===== config.mk =====
export PLATFORM = sky130hd
export DESIGN_NAME = keyed_wdog
export DESIGN_NICKNAME = d
export VERILOG_FILES = /design/src/rtl/kwd_pkg.sv /design/src/rtl/kwd_prescaler.sv /design/src/rtl/kwd_counter.sv /design/src/rtl/kwd_regs.sv /design/src/rtl/kwd_pulse.sv /design/src/rtl/keyed_wdog.sv
export SDC_FILE = /design/constraint.sdc
export NUM_CORES = 1
export LEC_CHECK = 0
export ABC_CLOCK_PERIOD_IN_PS = 2400
export CAP_MARGIN = 20
export CORE_UTILIZATION = 30
export DETAILED_ROUTE_END_ITERATION = 10
export DONT_BUFFER_PORTS = 1
export PLACE_DENSITY = 0.41
export SYNTH_ARGS = -nofsm -noshare
export SYNTH_HDL_FRONTEND = slang
export SYNTH_SLANG_ARGS = --single-unit

===== constraint.sdc =====
create_clock -name clk -period 2.4 [get_ports clk]
set_clock_uncertainty 0.15 [all_clocks]
set_input_delay 0.48 -clock clk [delete_from_list [all_inputs] [get_ports clk]]
set_output_delay 0.48 -clock clk [all_outputs]
set_load 0.02 [all_outputs]

===== src/rtl/kwd_pkg.sv =====
package kwd_pkg;
  localparam int WORD_W = 16;
  localparam int CNT_W  = 8;
  localparam logic [7:0]  KEY_CTRL  = 8'hA5;
  localparam logic [7:0]  KEY_CNT   = 8'h5A;
  localparam logic [7:0]  KEY_RST   = 8'h5A;
  localparam logic [15:0] CLR_WORD  = 16'hA500;
  localparam int OFS_CTRL = 0;
  localparam int OFS_CNT  = 2;
  localparam int OFS_RST  = 4;

  // divider exponent for select value k, spread over the select range
  function automatic int div_shift(input int k, input int max_log, input int top_sel);
    return (k * max_log) / top_sel;
  endfunction
endpackage


===== src/rtl/kwd_prescaler.sv =====
module kwd_prescaler #(
  parameter int SEL_W    = 3,
  parameter int MAX_LOG2 = 14
) (
  input  logic             clk,
  input  logic             rst,
  input  logic             run,
  input  logic [SEL_W-1:0] sel,
  output logic             tick
);
  localparam int NSEL = 1 << SEL_W;

  logic [MAX_LOG2-1:0] presc_q;
  logic [NSEL-1:0]     hit;

  always_ff @(posedge clk) begin
    if (rst || !run) presc_q <= '0;
    else             presc_q <= presc_q + 1'b1;
  end

  for (genvar g = 0; g < NSEL; g++) begin : g_sel
    localparam int S = kwd_pkg::div_shift(g, MAX_LOG2, NSEL - 1);
    if (S == 0) begin : g_full
      assign hit[g] = 1'b1;
    end else begin : g_div
      assign hit[g] = &presc_q[S-1:0];
    end
  end

  assign tick = run & hit[sel];
endmodule


===== src/rtl/kwd_counter.sv =====
module kwd_counter (
  input  logic       clk,
  input  logic       rst,
  input  logic       tick,
  input  logic       load,
  input  logic [7:0] load_val,
  input  logic       clr,
  output logic [7:0] cnt,
  output logic       ovf
);
  logic [7:0] cnt_q;

  assign ovf = tick & (&cnt_q) & ~load;
  assign cnt = cnt_q;

  always_ff @(posedge clk) begin
    if (rst)       cnt_q <= '0;
    else if (clr)  cnt_q <= '0;
    else if (load) cnt_q <= load_val;
    else if (tick) cnt_q <= cnt_q + 1'b1;
  end
endmodule


===== src/rtl/kwd_regs.sv =====
module kwd_regs #(
  parameter int SEL_W  = 3,
  parameter int ADDR_W = 3
) (
  input  logic              clk,
  input  logic              rst,
  input  logic              wr,
  input  logic              rd,
  input  logic [ADDR_W-1:0] addr,
  input  logic [15:0]       wdata,
  input  logic [7:0]        cnt,
  input  logic              flag_set,
  input  logic              dog_bite,
  output logic [15:0]       rdata,
  output logic              mode,
  output logic              en,
  output logic [SEL_W-1:0]  sel,
  output logic              rste,
  output logic              flag,
  output logic              cnt_load,
  output logic [7:0]        cnt_val
);
  import kwd_pkg::*;
  localparam int PAD_W = 5 - SEL_W;

  logic [7:0] key;
  logic       hit_ctrl, hit_cnt, hit_rst;
  logic       armed_q;
  logic [7:0] ctrl_view, rst_view;

  assign key      = wdata[15:8];
  assign hit_ctrl = (addr == ADDR_W'(OFS_CTRL));
  assign hit_cnt  = (addr == ADDR_W'(OFS_CNT));
  assign hit_rst  = (addr == ADDR_W'(OFS_RST));
  assign cnt_load = wr & hit_cnt & (key == KEY_CNT);
  assign cnt_val  = wdata[7:0];

  assign ctrl_view = {1'b0, mode, en, {PAD_W{1'b0}}, sel};
  assign rst_view  = {flag, rste, 6'b0};

  always_ff @(posedge clk) begin
    if (rst) begin
      mode    <= 1'b0;
      en      <= 1'b0;
      sel     <= '0;
      rste    <= 1'b0;
      flag    <= 1'b0;
      armed_q <= 1'b0;
      rdata   <= '0;
    end else begin
      if (wr && hit_ctrl && key == KEY_CTRL) begin
        mode <= wdata[6];
        en   <= wdata[5];
        sel  <= wdata[SEL_W-1:0];
      end
      if (dog_bite) en <= 1'b0;
      if (wr && hit_rst && key == KEY_RST) rste <= wdata[6];
      if (wr && hit_rst && wdata == CLR_WORD) begin
        if (armed_q) flag <= 1'b0;
        armed_q <= 1'b0;
      end
      if (rd && hit_rst && flag) armed_q <= 1'b1;
      if (flag_set) flag <= 1'b1;
      if (rd) begin
        if (hit_ctrl)     rdata <= {8'h00, ctrl_view};
        else if (hit_cnt) rdata <= {8'h00, cnt};
        else if (hit_rst) rdata <= {8'h00, rst_view};
        else              rdata <= '0;
      end
    end
  end
endmodule


===== src/rtl/kwd_pulse.sv =====
module kwd_pulse #(
  parameter int PULSE_LEN = 4
) (
  input  logic clk,
  input  logic rst,
  input  logic fire,
  output logic pulse
);
  localparam int PW = $clog2(PULSE_LEN + 1);
  logic [PW-1:0] left_q;

  always_ff @(posedge clk) begin
    if (rst) begin
      left_q <= '0;
      pulse  <= 1'b0;
    end else if (fire) begin
      left_q <= PW'(PULSE_LEN);
      pulse  <= 1'b1;
    end else begin
      if (left_q != '0) left_q <= left_q - 1'b1;
      pulse <= (left_q > PW'(1));
    end
  end
endmodule


===== src/rtl/keyed_wdog.sv =====
module keyed_wdog #(
  parameter int SEL_W     = 3,
  parameter int MAX_LOG2  = 14,
  parameter int PULSE_LEN = 4,
  parameter int ADDR_W    = 3
) (
  input  logic              clk,
  input  logic              rst,
  input  logic              bus_wr,
  input  logic              bus_rd,
  input  logic [ADDR_W-1:0] bus_addr,
  input  logic [15:0]       bus_wdata,
  output logic [15:0]       bus_rdata,
  output logic              wdog_rst
);
  logic             mode_q, en_q, rste_q, flag_q;
  logic [SEL_W-1:0] sel_q;
  logic [7:0]       cnt_q, cnt_val;
  logic             cnt_load, tick, ovf, flag_set, dog_bite;

  assign flag_set = ovf & mode_q;
  assign dog_bite = ovf & mode_q & rste_q;

  kwd_regs #(.SEL_W(SEL_W), .ADDR_W(ADDR_W)) u_regs (
    .clk(clk), .rst(rst), .wr(bus_wr), .rd(bus_rd), .addr(bus_addr),
    .wdata(bus_wdata), .cnt(cnt_q), .flag_set(flag_set), .dog_bite(dog_bite),
    .rdata(bus_rdata), .mode(mode_q), .en(en_q), .sel(sel_q), .rste(rste_q),
    .flag(flag_q), .cnt_load(cnt_load), .cnt_val(cnt_val)
  );

  kwd_prescaler #(.SEL_W(SEL_W), .MAX_LOG2(MAX_LOG2)) u_presc (
    .clk(clk), .rst(rst), .run(en_q), .sel(sel_q), .tick(tick)
  );

  kwd_counter u_cnt (
    .clk(clk), .rst(rst), .tick(tick), .load(cnt_load), .load_val(cnt_val),
    .clr(dog_bite), .cnt(cnt_q), .ovf(ovf)
  );

  kwd_pulse #(.PULSE_LEN(PULSE_LEN)) u_pulse (
    .clk(clk), .rst(rst), .fire(dog_bite), .pulse(wdog_rst)
  );
endmodule


======== Yosys cells after proc, flatten, opt, wreduce, memory -nomap -nowiden ========
Cells that the tools add are included.
W data, S select, Z words.
cells by class
  add/sub/neg operators ................... 3
  multiply operators ...................... 0
  divide/modulo/power cells ............... 0
  $lt $le $gt $ge ......................... 2
  equality and inequality tests ........... 5
  shifts and indexed selects .............. 0
  mux-type cells .......................... 15
  bitwise operators ....................... 8
  reductions and logical operators ........ 26
operator list
  cell                     number
  $mux W16                 2
  $mux W8                  3
  $eq A16 B16 Y1 const B   1
  $reduce_and A8 Y1        2
  $add A14 B1 Y14 const B  1
  $reduce_and A14 Y1       1
  $reduce_and A12 Y1       1
  $reduce_and A10 Y1       1
  $reduce_bool A2 Y1       5
  $add A8 B1 Y8 const B    1
  $eq A8 B7 Y1 const B     1
  $eq A8 B8 Y1 const B     1
  $and A1 B1 Y1            7
  $logic_and A1 B1 Y1      7
  $mux W1                  7
  $mux W3                  2
  $reduce_and A6 Y1        1
  $lt A3 B4 Y1 const B     1
  $reduce_and A2 Y1        2
  $reduce_and A4 Y1        1
  $bmux W1 S3              1
  $eq A3 B2 Y1 const B     1
  $eq A3 B3 Y1 const B     1
  $gt A3 B1 Y1 const B     1
  7 further kinds          7
word-level totals
  bits in registers ....................... 50
  latch bits .............................. 0
  bits in writable memories ............... 0
  ROM bits ................................ 0
  input port bits ......................... 23
  output and inout bits ................... 17
  memories ................................ 0

======== Logic depth before layout (Yosys ltp) ========
Gate-level depths: netlist of the first run.
  word-level depth ........................ 9
  mapped depth ............................ 8
  depth with buffers taken out ............ 7

======== Hierarchy ========
From an unflattened synthesis of the first run, not the netlist that was laid out.
second synthesis, totals
  cells, all modules ...................... 262
  area, all modules ....................... 2,285.9 um^2
modules (own cells, without submodules)
  module         instances  cells each  area each (um^2)
  kwd_regs       1          109         949.7
  kwd_prescaler  1          76          659.4
  kwd_counter    1          54          455.4
  kwd_pulse      1          21          209.0
  keyed_wdog     1          2           12.5

======== Worst setup path after synthesis of the first run ========
Ideal clock, no wire load.
  kind .................................... input-to-reg
  from .................................... in bus_wdata[13]
  to ...................................... reg u_cnt.cnt_q[5] (netlist: u_cnt.cnt[5])
  arrival time ............................ 1,680 ps
  required time ........................... 2,127 ps
  slack ................................... 447 ps
  stages .................................. 7
  buffers on the path ..................... 2
  path through ............................ nor4bb_1 > nand3b_1 > or3_1 > clkbuf_2 > buf_6 > nor2_1 > a211oi_2
between the ends
  word-level cells in the longest chain between the ends .. 7
  elaborated cells on any way between the ends .. 9
  classes of those cells .................. eq/ne: 1; mux: 1; bitwise: 5; reduce/logical: 2
ends and longest elaborated chain
  item                        RTL line           source
  start: declaration          keyed_wdog.sv:12   input logic [15:0] bus_wdata,
  $eq A8 B7 Y1 (*)            kwd_regs.sv:35     assign cnt_load = wr & hit_cnt & (key == KEY_CNT);
  $and A1 B1 Y1 (*)           kwd_regs.sv:35
  $not A1 Y1                  kwd_counter.sv:13  assign ovf = tick & (&cnt_q) & ~load;
  $and A1 B1 Y1               kwd_counter.sv:13
  $and A1 B1 Y1 (2 in a row)  keyed_wdog.sv:22   assign dog_bite = ovf & mode_q & rste_q;
  $reduce_or A2 Y1 (no line)  -
  end signal: assignment      kwd_counter.sv:19  else if (load) cnt_q <= load_val;
  end signal: assignment      kwd_counter.sv:20  else if (tick) cnt_q <= cnt_q + 1'b1;
  end: declaration            kwd_counter.sv:11  logic [7:0] cnt_q;
Mark *: on every way between the ends. The rest lies on a longest branch, timed or not.
A chain may end at the register's enable or synchronous reset.

======== Final worst setup path of the first run ========
  from .................................... reg u_presc.presc_q[0]
  to ...................................... reg u_pulse.pulse
between the ends
  word-level cells in the longest chain between the ends .. 9
  elaborated cells on any way between the ends .. 15
  classes of those cells .................. mux: 3; bitwise: 5; reduce/logical: 7
ends and longest elaborated chain
  item                                        RTL line             source
  start: declaration                          kwd_prescaler.sv:13  logic [MAX_LOG2-1:0] presc_q;
  start signal: assignment                    kwd_prescaler.sv:18  else presc_q <= presc_q + 1'b1;
  $reduce_and A14 Y1 (tied with other cells)  kwd_prescaler.sv:26  assign hit[g] = &presc_q[S-1:0];
  $bmux W1 S3 (*)                             kwd_prescaler.sv:30  assign tick = run & hit[sel];
  $mux W1 (implied by the code) (*)           kwd_prescaler.sv:30
  $and A1 B1 Y1 (*)                           kwd_prescaler.sv:30
  $and A1 B1 Y1 (*) (2 in a row)              kwd_counter.sv:13
  $and A1 B1 Y1 (*) (2 in a row)              keyed_wdog.sv:22
  $mux W1 (*)                                 kwd_pulse.sv:16      end else if (fire) begin
  end signal: assignment                      kwd_pulse.sv:21      pulse <= (left_q > PW'(1));
  end: declaration                            kwd_pulse.sv:7       output logic pulse
Mark *: on every way between the ends. The rest lies on a longest branch, timed or not. The select of a mux whose other input is x is not followed.

==> flow_summary.toml, run 1 <==
[run_status]
outcome = "completed"

[power_and_ir_drop]
internal-power_mw = 1.12
clkPwrFrac_pct = 38.0
p_seq_share_pct = 50.4
power.leakage_nw = 0.808
ir_drop_uv = 203
p_sw_mw = 0.382
switching_share_pct = 25.4
combinationalPowerShare_pct = 11.7
power.density_nw_per_um2 = 625

[critical_path]
crit_end = "u_pulse.pulse"
rr_worst_depth = 8
crit_type = "flop to flop"
r2r_setup_slack_ns = 0.29
reg2reg_to = "u_pulse.pulse"
start_kind = "flop"
path_max_fanout = 9
r2r_start = "u_presc.presc_q[0]"
cp-end-kind = "flop"
startpoint = "u_presc.presc_q[0]"
cp.required_ns = 2.47
arrival_ns = 2.18

[timing]
rsz0062_at_grt = "no"
period_minus_slack_ns = 2.11
setup_tns_ns = 0
finalSetupViolations = 0
maxSlewViolCount = 0
clock.fmax_mhz = 474
max_slew_margin_pct = 60.0
worst_pin_slew_ns = 0.600
finalCritPeriodShare_pct = 88.0
holdWs_ns = 0.0890
finalHoldViolations = 0

[clock_network]
cts-buffers-inserted = 5
cts_tree = "done"
hold_buffers = 0
cts-root-buf = "clkbuf_8"
cts_resized = 0
clk_latency_ns = 0.30
clkSinkCount = 42
cts_setup_buffers = 0
cts_htree_levels = 2
clkTransAtPathRegs_ns = 0.09
clockBufferDepth = 2

[synth]
ys_seq_elements = 42
synthCells = 248
synthFlopType = "dfxtp_1"
ys_seq_area_share_pct = 38.3
syn_area_per_cell_um2 = 8.86
synth_cell_type_count = 41
synth_edf_count = 0
async_flop_share_pct = 0
synth_warnings = 0
netlist_area_um2 = 2200

[min_path]
hold_path_class = "input port to flop"
min_from = "rst"
min_path_cells = 1

[global_route]
grt_overflow = 0
grt_max_degree = 20
grt_antenna_before_repair = 0
grt_use_total_pct = 14.1
grt_pass1_wl_mm = 8.17
grt_pass1_vias = 1641

[place]
port_buffers = 0
hpwl_mm = 3.64
gp_congestion = 0.768

[routing]
antenna_left = 0
vias = 1681
post-route-drc-count = 0
wl_per_cell_um = 14.2
routed_wl_mm = 4.95
dr.pass1.iters = 4
via_per_inst = 4.82
drtIter0Drc = 94

[layout]
post-route-util_pct = 34.6
finalNetCount = 280
syn_to_final_growth_pct = 9.45
n_antenna_cell = 0
layout-drive-gt1-share_pct = 14.6

[flow_run]
maxCapViolations = 0

[floorplanning]
initial_core_util_pct = 31.6
die_w_um = 87.6
die_h_um = 87.6
ios = 40
num_rows = 30
core_um2 = 6940
fp.dieArea_um2 = 7670
## sequential cells by signal, summed over array words and instances (netlist names)
register and cells:
u_regs.mode 1, u_regs.sel 3, u_regs.armed_q 1, u_regs.rste 1, u_regs.flag 1, u_cnt.cnt 8
u_pulse.left_q 3, u_pulse.pulse 1, u_regs.rdata 8, u_presc.presc_q 14, u_regs.en 1
## cells in the final DEF (no fill, tap or decap), types with 2 or more instances in the layout
cell and count:
a31oi_1 2, nand3_1 17, dfxtp_1 42, a211oi_2 9
clkbuf_8 5, nand3b_1 5, o21ai_0 4, a32oi_1 2
xnor2_1 11, xor2_1 5, nor3_1 4, inv_1 7
conb_1 8, mux2_2 4, ha_1 5, nor4bb_1 2
buf_4 5, a21oi_1 17, mux2i_1 10, nor4_1 2
or3_1 4, nand2_1 16, nor2_1 35, nand4_1 6
nand2b_1 9
## Yosys cell counts, types with 5 or more instances
| library cell | number | area (um^2) |
|---|---|---|
| nand4_1 | 6 | 37.5 |
| buf_4 | 8 | 60.1 |
| nand3b_1 | 5 | 37.5 |
| mux2i_1 | 10 | 100 |
| a211oi_2 | 9 | 113 |
| dfxtp_1 | 42 | 841 |
| inv_1 | 7 | 26.3 |
| a21oi_1 | 17 | 85.1 |
| nand2_1 | 16 | 60.1 |
| nand3_1 | 17 | 85.1 |
| xnor2_1 | 11 | 96.3 |
| nor2_1 | 35 | 131 |
| xor2_1 | 5 | 43.8 |
| ha_1 | 5 | 62.6 |
| nand2b_1 | 9 | 56.3 |
## layer usage
| metal | vias up | track usage, % | wire, um |
|---|---|---|---|
| met1 | 761 | 18.8 | 2410 |
| met3 | 2 | 5.09 | 386 |
| met4 | 0 | 4.47 | 33 |
| met2 | 61 | 21.2 | 2120 |
| met5 | - | 0 | 0 |
| li1 | 857 | - | - |
## how the worst min path moves through the flow
stage | endpoint | slack, ns
final | u_regs.rdata[5] | 0.09
after global routing | u_regs.rdata[5] | 0.07
after CTS | u_regs.flag | 0.08
after detailed placement | u_presc.presc_q[0] | 0.30
after global placement | u_presc.presc_q[0] | 0.30
after floorplan | u_presc.presc_q[0] | 0.28
## cell type report
class / instances / area, um^2
multi-input combinational: 190 / 1250
clock inverter: 2 / 37.5
fill: 732 / 4540
tap: 96 / 120
clock buffer: 6 / 72.6
timing repair buffer: 6 / 57.6
sequential: 42 / 841
inverter: 7 / 26.3
## power groups by stage
stage / Clock (mW) / Sequential (mW) / Combinational, mW
floorplan: 0 / 0.769 / 0.169
global placement: 0 / 0.773 / 0.179
detailed placement: 0 / 0.774 / 0.180
CTS: 0.591 / 0.757 / 0.181
global route: 0.615 / 0.761 / 0.206
finish: 0.570 / 0.756 / 0.176
## worst max-delay path, cell delays in order, from the launching register on
cell and delay (ns):
dfxtp_1 0.38, ha_1 0.24, nand3_2 0.18, nor2_4 0.20
nand4_4 0.19, a21boi_2 0.22, buf_4 0.15, nand3_1 0.13
a21oi_1 0.19
## cells by family after synthesis
| group | after synthesis | share of synthesized area [%] |
|---|---|---|
| AOI/OAI and AO/OA | 39 | 13.4 |
| xor gates and xnor gates | 16 | 6.38 |
| adders and majority gates | 5 | 2.85 |
| buffers and inverters | 23 | 6.04 |
| DFF | 42 | 38.3 |
| muxes | 14 | 6.61 |
| other | 1 | 0.171 |
| and+or+nand+nor | 108 | 26.3 |
## per-stage QoR
step / setup slack (ns) / cell area [um^2] / cells / power (mW)
after floorplan: 0.447 / 2220 / 255 / 0.938
after global placement: 0.202 / 2290 / 341 / 0.953
final: 0.289 / 2400 / 349 / 1.50
after CTS: 0.271 / 2400 / 349 / 1.53
after global routing: 0.131 / 2400 / 349 / 1.58
after detailed placement: 0.195 / 2290 / 341 / 0.953
Note: power is estimated with default switching activity, not from simulation.
==> run 2: changes to the inputs <==
CTS_BUF_LIST = sky130_fd_sc_hd__clkbuf_16   (was not set)
==> flow_summary.toml, run 2 (synthesis gave the netlist of run 1 again) <==
[min_path]
min_from = "rst"
hold_path_class = "input port to flop"

[routing]
via_per_inst = 4.76
vias = 1661
wl_per_cell_um = 14.2
antenna_left = 0
drtIter0Drc = 93
routed_wl_mm = 4.96
dr.pass1.iters = 4
post-route-drc-count = 0

[layout]
final_common_cell = "dfxtp_1"
regMostFlops = "u_presc.presc_q"
largest_register_ffs = 14
n_antenna_cell = 0
mostFrequentLayoutCells = "42 x dfxtp_1, 35 x nor2_1, 17 x nand3_1, 17 x a21oi_1, 16 x nand2_1"
layout-drive-gt1-share_pct = 14.6
syn_to_final_growth_pct = 12.0
finalNetCount = 280
final_cell_area_um2 = 2460

[clock_network]
clk_latency_ns = 0.28
clockBufferDepth = 2
cts_htree_levels = 2
hold_buffers = 0
clkTransAtPathRegs_ns = 0.06
clkSinkCount = 42
cts-buffers-inserted = 5
cts_resized = 0
cts_setup_buffers = 0
cts-root-buf = "clkbuf_16"
cts_tree = "done"

[timing]
rsz0062_at_grt = "no"
period_minus_slack_ns = 2.11
finalSetupViolations = 0
finalHoldViolations = 0
finalCritPeriodShare_pct = 88.1
maxSlewViolCount = 0
max_slew_margin_pct = 60.4
finalWorstSetupSlack_ns = 0.286
setup_tns_ns = 0
worst_pin_slew_ns = 0.594
clock.fmax_mhz = 473

[global_route]
grt_use_total_pct = 14.3
met3_usage_pct = 5.09
grt_antenna_before_repair = 0
grt_pass1_wl_mm = 8.25
grt_overflow = 0
grtUsageMet2_pct = 21.3
top_usage_layer = "met2"
grt_max_degree = 20
met1_usage_pct = 18.9
grt_pass1_vias = 1641

[floorplanning]
core_um2 = 6940
ios = 40
num_rows = 30
initial_core_util_pct = 31.6
fp.dieArea_um2 = 7670
die_w_um = 87.6
die_h_um = 87.6

[place]
hpwl_mm = 3.64
dpl_cell_area_um2 = 2290
dp_slack_ns = 0.195
port_buffers = 0
gp_congestion = 0.768

[critical_path]
path_max_fanout = 9
arrival_ns = 2.17
r2r_start = "u_presc.presc_q[0]"
startpoint = "u_presc.presc_q[0]"
cp.required_ns = 2.46
cp-end-kind = "flop"
crit_type = "flop to flop"
start_kind = "flop"

[run_status]
outcome = "completed"

[power_and_ir_drop]
ir_drop_uv = 316
total_power_mw = 1.70
power.leakage_nw = 0.838
power.density_nw_per_um2 = 690

[flow_run]
maxCapViolations = 0
run 2: final cells by class:
cell class	instances	area, um^2
fillers	726	4480
multi-input cells	190	1250
flip-flops and latches	42	841
clock buffers	5	125
well taps	96	120
repair buffers	6	57.6
clock inverters	3	41.3
inverters	7	26.3
run 2: per-layer routing:
metal | routed length, um | up-vias
li1 | - | 859
met1 | 2420 | 742
met2 | 2080 | 55
met3 | 377 | 5
met4 | 74 | 0
met5 | 0 | -
run 2: stage by stage:
stage,std cells,hold WS [ns],utilization [%]
floorplan,255,0.280,-
global placement,341,0.296,33.0
detailed placement,341,0.303,33.0
CTS,349,0.104,35.4
global route,349,0.0975,35.4
finish,349,0.108,35.4
run 2: worst paths after layout:
path / end / slack [ns] / cells past startpoint
min: u_regs.rdata[5] / 0.11 / 1
max reg2reg: u_pulse.pulse / 0.29 / 8
min reg2reg: u_presc.presc_q[0] / 0.31 / 1
max: u_pulse.pulse / 0.29 / 8
run 2: power by group:
group,switching [mW],total (mW),internal (mW)
Clock,0.278,0.765,0.487
Combinational,0.0933,0.175,0.0820
Sequential,0.0293,0.757,0.728
Total,0.401,1.70,1.30
run 2: critical path, cell delays in order, from the launching register on:
cell	delay, ns
dfxtp_1	0.37
ha_1	0.24
nand3_2	0.18
nor2_4	0.21
nand4_4	0.19
a21boi_2	0.22
buf_4	0.15
nand3_1	0.14
a21oi_1	0.19
==> run 3: changes to the inputs <==
CORE_MARGIN = 3   (was not set)
CORE_UTILIZATION = 45   (was 30)
PLACE_DENSITY = 0.57   (was 0.41)
==> flow_summary.toml, run 3 (synthesis gave the netlist of run 1 again) <==
[timing]
period_minus_slack_ns = 2.12
clock.fmax_mhz = 472
rsz0062_at_grt = "no"
max_slew_margin_pct = 62.6
finalSetupViolations = 0
finalCritPeriodShare_pct = 88.3
setup_tns_ns = 0
finalHoldViolations = 0
worst_pin_slew_ns = 0.561
maxSlewViolCount = 0

[global_route]
grt_overflow = 0
grt_antenna_before_repair = 0
grt_pass1_wl_mm = 7.47
grt_pass1_vias = 1567
grt_use_total_pct = 17.0
grt_max_degree = 20

[floorplanning]
fp.dieArea_um2 = 5760
core_um2 = 4530
die_h_um = 75.9
ios = 40
initial_core_util_pct = 48.5
die_w_um = 75.9
num_rows = 24

[critical_path]
r2r_start = "u_presc.presc_q[0]"
startpoint = "u_presc.presc_q[0]"
arrival_ns = 2.11
crit_chain = "ha_1, nand3_2, nor2_4, nand4_4, a21boi_2, a31o_4, a211oi_2"
start_kind = "flop"
rr_worst_depth = 7
crit_type = "flop to flop"
crit_end = "u_cnt.cnt[1]"
cp_slowest_stage_delay_ns = 0.37
cp-end-kind = "flop"
reg2reg_to = "u_cnt.cnt[1]"
cpMaxStageDelayCell = "dfxtp_1"
r2r_setup_slack_ns = 0.28
cp.required_ns = 2.39
path_max_fanout = 11

[clock_network]
cts_tree = "done"
hold_buffers = 0
cts_setup_buffers = 0
clkTransAtPathRegs_ns = 0.06
cts_htree_levels = 2
clkSinkCount = 42
cts-root-buf = "clkbuf_16"
clk_latency_ns = 0.28
clockBufferDepth = 2
cts-buffers-inserted = 5

[place]
port_buffers = 0
dpl_cell_area_um2 = 2230
hpwl_mm = 3.32
gp_congestion = 0.777

[power_and_ir_drop]
ir_drop_uv = 354
power.leakage_nw = 0.818
switching_share_pct = 24.7
p_seq_share_pct = 48.3
p_sw_mw = 0.388
power.density_nw_per_um2 = 662
clkPwrFrac_pct = 40.4
combinationalPowerShare_pct = 11.3
internal-power_mw = 1.18

[routing]
dr.pass1.iters = 4
post-route-drc-count = 0
antenna_left = 0
vias = 1630
drtIter0Drc = 80
via_per_inst = 5.16
wl_per_cell_um = 13.8
routed_wl_mm = 4.37

[layout]
final_cell_area_um2 = 2370
syn_to_final_growth_pct = 8.09
n_antenna_cell = 0
final_common_cell = "dfxtp_1"
layout-drive-gt1-share_pct = 13.5
mostFrequentLayoutCells = "42 x dfxtp_1, 35 x nor2_1, 17 x nand3_1, 17 x a21oi_1, 16 x nand2_1"
finalNetCount = 278
largest_register_ffs = 14
regMostFlops = "u_presc.presc_q"

[flow_run]
maxCapViolations = 0

[run_status]
outcome = "completed"

[min_path]
hold_path_class = "input port to flop"
min_path_cells = 1
min_from = "rst"
-- run 3: area by class of cell --
cell class / instances / area (um^2)
Fill cell: 437 / 2160
Multi-Input combinational cell: 190 / 1260
Sequential cell: 42 / 841
Clock buffer: 5 / 125
Tap cell: 65 / 81.3
Timing Repair Buffer: 4 / 30.0
Inverter: 7 / 26.3
Clock inverter: 3 / 12.5
-- run 3: how the worst min path moves through the flow --
| stage | end | slack [ns] |
|---|---|---|
| 2_1_floorplan | u_presc.presc_q[0] | 0.28 |
| 3_3_place_gp | u_presc.presc_q[0] | 0.30 |
| 3_5_place_dp | u_presc.presc_q[0] | 0.31 |
| 4_1_cts | u_regs.flag | 0.11 |
| 5_1_grt | u_regs.flag | 0.10 |
| 6_report | u_regs.rdata[3] | 0.11 |
-- run 3: per-layer routing --
| layer | track usage (%) | part of all wire (%) | vias to the layer above |
|---|---|---|---|
| met1 | 25.6 | 52 | 722 |
| met2 | 24.0 | 40 | 53 |
| met5 | 0 | 0 | - |
| li1 | - | - | 852 |
| met4 | 2.91 | 0.66 | 0 |
| met3 | 5.28 | 6.6 | 3 |
-- run 3: power groups by stage --
stage               combinational, mW  clock, mW  sequential (mW)
CTS                             0.178      0.648            0.760
finish                          0.177      0.635            0.759
global placement                0.171          0            0.773
detailed placement              0.176          0            0.775
floorplan                       0.169          0            0.769
global route                    0.205      0.674            0.764
-- run 3: per-stage QoR --
step | power [mW] | worst slack (ns) | std cells | utilization (%) | hold slack, ns
after floorplan | 0.938 | 0.447 | 255 | - | 0.280
after global placement | 0.944 | 0.252 | 308 | 49.1 | 0.296
after detailed placement | 0.950 | 0.186 | 308 | 49.1 | 0.307
after CTS | 1.59 | 0.175 | 316 | 52.2 | 0.105
after global routing | 1.64 | 0.0718 | 316 | 52.4 | 0.101
final | 1.57 | 0.280 | 316 | 52.4 | 0.111
-- run 3: timing repair --
action | in CTS | in global routing
endpoints found under the hold margin | 0 | 0
gates resized for setup | 0 | 1
endpoints found under the setup margin | 0 | 8
-- run 3: critical path, delay by kind of cell, from the launching register on --
family	cells	cell delay, ns
DFF	1	0.37
AOI/OAI and AO/OA	3	0.67
and+or+nand+nor	3	0.56
adders and majority gates	1	0.23
